**config.mk**
```make
export PLATFORM = sky130hd
export DESIGN_NAME = seq_shift_add_mul
export DESIGN_NICKNAME = d
export VERILOG_FILES = /design/src/rtl/seq_shift_add_mul.sv
export SDC_FILE = /design/constraint.sdc
export NUM_CORES = 1
export LEC_CHECK = 0
export ABC_AREA = 1
export ABC_CLOCK_PERIOD_IN_PS = 2200
export CAP_MARGIN = 20
export CORE_MARGIN = 2
export CORE_UTILIZATION = 45
export DETAILED_ROUTE_END_ITERATION = 10
export PLACE_DENSITY = 0.7
export SKIP_CTS_REPAIR_TIMING = 1
export SLEW_MARGIN = 40
export SYNTH_ARGS = -nofsm -noshare
export SYNTH_HDL_FRONTEND = slang
export SYNTH_SLANG_ARGS = --single-unit
```
**constraint.sdc**
```tcl
create_clock -name clk -period 2.2 [get_ports clk]
set_clock_uncertainty 0.15 [all_clocks]
set_input_delay 0.22 -clock clk [delete_from_list [all_inputs] [get_ports clk]]
set_output_delay 0.22 -clock clk [all_outputs]
set_load 0.005 [all_outputs]
```
**src/rtl/seq_shift_add_mul.sv**
```systemverilog
module seq_shift_add_mul #(
  parameter int W = 8
) (
  input  logic         clk,
  input  logic         rst_n,
  input  logic         start,
  input  logic         is_signed,
  input  logic [W-1:0] mcand,
  input  logic [W-1:0] mplier,
  output logic         busy,
  output logic         done,
  output logic [W-1:0] hi,
  output logic [W-1:0] lo
);
  localparam int CW = $clog2(W + 1);

  logic [W-1:0]  x_q, y_q;
  logic [CW-1:0] cnt;
  logic          sgn_q;

  logic          last;
  logic [W:0]    hi_ext, add_ext, sum;

  assign last    = (cnt == CW'(1));
  assign hi_ext  = {sgn_q & hi[W-1], hi};
  assign add_ext = y_q[0] ? {sgn_q & x_q[W-1], x_q} : '0;
  assign sum     = (sgn_q && last) ? hi_ext - add_ext : hi_ext + add_ext;

  always_ff @(posedge clk or negedge rst_n) begin
    if (!rst_n) begin
      x_q   <= '0;
      y_q   <= '0;
      cnt   <= '0;
      sgn_q <= 1'b0;
      busy  <= 1'b0;
      done  <= 1'b0;
      hi    <= '0;
      lo    <= '0;
    end else begin
      done <= 1'b0;
      if (busy) begin
        hi  <= sum[W:1];
        lo  <= {sum[0], lo[W-1:1]};
        y_q <= y_q >> 1;
        cnt <= cnt - CW'(1);
        if (last) begin
          busy <= 1'b0;
          done <= 1'b1;
        end
      end else if (start) begin
        x_q   <= mcand;
        y_q   <= mplier;
        sgn_q <= is_signed;
        cnt   <= CW'(W);
        hi    <= '0;
        lo    <= '0;
        busy  <= 1'b1;
      end
    end
  end

  a_r2_start_sets_busy: assert property (@(posedge clk) disable iff (!rst_n)
    (start && !busy) |=> busy);
  a_r2_count_live: assert property (@(posedge clk) disable iff (!rst_n)
    busy |-> (cnt != '0));
  a_r3_done_single: assert property (@(posedge clk) disable iff (!rst_n)
    done |=> !done);
  a_r3_not_both: assert property (@(posedge clk) disable iff (!rst_n)
    !(busy && done));
  a_r3_done_follows_busy: assert property (@(posedge clk) disable iff (!rst_n)
    $rose(done) |-> $past(busy));
  a_r7_idle_hold: assert property (@(posedge clk) disable iff (!rst_n)
    (!busy && !start) |=> ($stable(hi) && $stable(lo)));
  a_r6_busy_keeps_operand: assert property (@(posedge clk) disable iff (!rst_n)
    (busy && !last) |=> ($stable(x_q) && $stable(sgn_q) && busy));
endmodule

```
==> results.json <==
{
  "layout_worst_path_cycle_share_pct": 107,
  "synth-compound-area-share_pct": 9.84,
  "yosys-top-cells-area": "sky130_fd_sc_hd__dfrtp_1 44%, sky130_fd_sc_hd__nand2_1 16%, sky130_fd_sc_hd__ha_1 6.2%",
  "post_drt_wl_per_cell_um": 12.4,
  "timing.critical_path.to": "hi[6]",
  "max_cap_viol_count": 0,
  "grt_first_pass_wirelength_um": 8100,
  "syn_area_per_cell_um2": 8.13,
  "outcome": "finished with violations",
  "finalWorstSetupSlack_ps": -152,
  "fill_cells": 417,
  "failed_checks": "negative setup slack",
  "synth-simple-area-share_pct": 28.2,
  "grt_antenna_before_repair": 0,
  "synthAdderAreaFrac_pct": 7.13,
  "worst_hold_slack_ps": 278,
  "critPathArrivalTime_ps": 2430,
  "slew_violations": 0,
  "unrepaired_setup_endpoints_after_global_routing": "true",
  "core_mm2": 0.00472,
  "via_count": 1936,
  "floorplan.initialDensity_pct": 46.8,
  "final_report_setup_violation_count": 6,
  "multi_input_area_mm2": 0.00120,
  "synth-warning-count": 0,
  "tightest_slew_ps": 485,
  "worst_setup_path_start_kind": "flop",
  "mappedNetlistNets": 304,
  "hold_path_class": "input pin to asynchronous set/reset pin",
  "synth.largest_area_cell": "sky130_fd_sc_hd__dfrtp_1",
  "worst_ir_drop_vdd_mv": 0.710,
  "finalInstanceArea_mm2": 0.00308,
  "synth_cell_types": 33,
  "synth_xor_area_share_pct": 2.77,
  "viasPerCell": 4.76,
  "reg2reg_to": "hi[6]",
  "worstRegToRegCells": 12,
  "remaining_drc_errors": 0,
  "floorplan.die_area_mm2": 0.00549,
  "flow.area_growth_from_synthesis_pct": 39.1,
  "detailedRoute.firstPassIterationCount": 4,
  "first_iter_violations": 96,
  "final_antenna_net_count": 0,
  "clkTransAtPathRegs_ps": 80,
  "grt_max_degree": 40,
  "reg2reg_from": "y_q[0]",
  "fraction_of_final_layout_cells_sized_beyond_drive_strength_1_pct": 24.1,
  "worst_ep_required_time_ps": 2280,
  "cts_max_path_buffers": 2,
  "mapped_area_mm2": 0.00221,
  "grt_pass1_vias": 1829,
  "insertion_delay_of_the_later_clocked_pin_in_the_worst_skew_pair_ps": 300,
  "most-common-layout-cells": "86 x sky130_fd_sc_hd__nand2_1, 38 x sky130_fd_sc_hd__dfrtp_1, 36 x sky130_fd_sc_hd__clkdlybuf4s50_1",
  "ys_seq_elements": 39,
  "syn-instance-count": 272,
  "die_height_um": 74.1,
  "port_buffers": 37,
  "htree_levels": 2,
  "antennaDiodeCount": 0,
  "synth_mux_area_share_pct": 0,
  "clock_sinks": 39,
  "rows": 25,
  "final-seq-area_um2": 977,
  "routabilityCongestion": 0.858,
  "max_freq_mhz": 425,
  "synth.yosys.seq_area_share_pct": 44.1,
  "layout.cells.most_common": "sky130_fd_sc_hd__nand2_1",
  "total_power_density_per_cell_area_mw_per_mm2": 1790,
  "hold_viol_final": 0,
  "timing.max_slew.rel_slack_pct": 67.7,
  "routed_wirelength_um": 5030,
  "setup.worst_path.class": "flop to flop",
  "track_usage_pct": 19.4,
  "grt-ovfl-total": 0,
  "setup.worst_path.end_class": "flop",
  "detailed_place_hpwl_um": 3460,
  "regToRegSetupSlack_ps": -150,
  "yosys.area.top_type_share_pct": 44.1,
  "cts_buffers": 5,
  "clock_tree.root_cell": "sky130_fd_sc_hd__clkbuf_8",
  "tritoncts_clock_tree": "built",
  "timing.final.crit_period_ps": 2350,
  "synth_top_family_by_area": "simple AND/OR/NAND/NOR gates",
  "i_o_pin_cnt": 38,
  "leakage_nw": 1.50,
  "crit_fanout": 7,
  "num-nets-final": 371,
  "timing.critical_path.from": "y_q[0]",
  "chipWidth_um": 74.1,
  "placedInstanceArea_mm2": 0.00283
}
==> final cells by class <==
type / instances / share of cell area, %
clock buffer: 6 / 2.36
clock inverter: 2 / 0.407
inverter: 35 / 4.27
multi-input combinational: 191 / 39.1
sequential: 39 / 31.7
tap: 67 / 2.72
timing repair buffer: 67 / 19.3
==> synthesized netlist by cell type <==
master	number
sky130_fd_sc_hd__buf_2	3
sky130_fd_sc_hd__or2_1	1
sky130_fd_sc_hd__xor2_1	6
sky130_fd_sc_hd__clkinv_1	1
sky130_fd_sc_hd__nand4_4	1
sky130_fd_sc_hd__inv_1	31
sky130_fd_sc_hd__a21o_1	1
sky130_fd_sc_hd__nor2_2	1
sky130_fd_sc_hd__fa_1	1
sky130_fd_sc_hd__ha_1	11
sky130_fd_sc_hd__a22oi_1	1
sky130_fd_sc_hd__nand3_2	4
sky130_fd_sc_hd__o22ai_1	10
sky130_fd_sc_hd__buf_6	1
sky130_fd_sc_hd__nor2_1	9
sky130_fd_sc_hd__a21oi_2	1
sky130_fd_sc_hd__o21ai_1	1
sky130_fd_sc_hd__nand2_2	5
sky130_fd_sc_hd__nand4_1	2
sky130_fd_sc_hd__xnor2_1	1
sky130_fd_sc_hd__o211ai_1	1
sky130_fd_sc_hd__buf_4	2
sky130_fd_sc_hd__o21ai_0	13
sky130_fd_sc_hd__nand2_4	4
sky130_fd_sc_hd__a21oi_1	8
sky130_fd_sc_hd__o21a_1	1
sky130_fd_sc_hd__nand3_1	14
sky130_fd_sc_hd__dfrtp_1	39
sky130_fd_sc_hd__a31oi_1	1
sky130_fd_sc_hd__inv_2	3
sky130_fd_sc_hd__clkbuf_1	1
sky130_fd_sc_hd__nand2_1	92
sky130_fd_sc_hd__nor2_4	1
==> per-stage QoR <==
stage	power [W]	TNS (ps)	setup slack, ps	instances	util, %
detailed placement	0.00450	-1250	-239	393	60.0
global placement	0.00441	-737	-162	393	59.9
finish	0.00552	-748	-152	407	65.2
CTS	0.00501	-1360	-256	401	61.8
global route	0.00608	-1670	-290	407	65.2
floorplan	0.00338	-9.69	-9.69	272	-
==> worst max-delay path: stages, from the launching register on <==
cell                      delay, ps
sky130_fd_sc_hd__dfrtp_2        500
sky130_fd_sc_hd__nand2_4        100
sky130_fd_sc_hd__ha_4           180
sky130_fd_sc_hd__or2_1          230
sky130_fd_sc_hd__xor2_1         160
sky130_fd_sc_hd__ha_1           330
sky130_fd_sc_hd__a21oi_2        170
sky130_fd_sc_hd__nand2_2         90
sky130_fd_sc_hd__nand2_2         80
sky130_fd_sc_hd__nand2_2         70
sky130_fd_sc_hd__nand2_1         60
sky130_fd_sc_hd__nand2_1         40
sky130_fd_sc_hd__o21ai_1        120
==> registers in the layout, summed over array words and instances, names as in the netlist <==
| name | cells |
|---|---|
| hi | 8 |
| lo | 8 |
| x_q | 8 |
| y_q | 8 |
| cnt | 4 |
| busy | 1 |
| done | 1 |
| sgn_q | 1 |
==> power by group <==
part	internal (W)	total, W	switching [W]	leakage, nW
logic	0.00185	0.00369	0.00184	0.976
clock network	0.000222	0.000483	0.000261	0.0412
registers	0.00106	0.00135	0.000288	0.485
==> worst min path at each step <==
stage,startpoint,to,cells after the start
6_report,rst_n,x_q[6],2
5_1_grt,mcand[7],x_q[7],3
4_1_cts,rst_n,x_q[6],1
3_5_place_dp,rst_n,x_q[6],1
3_3_place_gp,rst_n,x_q[6],1
2_1_floorplan,rst_n,busy,0
==> kinds of logic (layout without fill, tap and decap cells) <==
group           Yosys count  in the layout
compound gates           38             38
buf+inv                  42            110
fa+ha+maj                12             12
simple gates            134            134
flops                    39             39
xor+xnor                  7              7
==> routing by layer <==
layer,up-vias,routed length (um),track usage [%],share of wire [%]
li1,1002,-,-,-
met1,893,2380,25.4,47
met2,33,2390,32.2,47
met3,8,183,4.34,3.6
met4,0,77,5.66,1.5
met5,-,0,0,0
(Power assumes the default switching activity.)
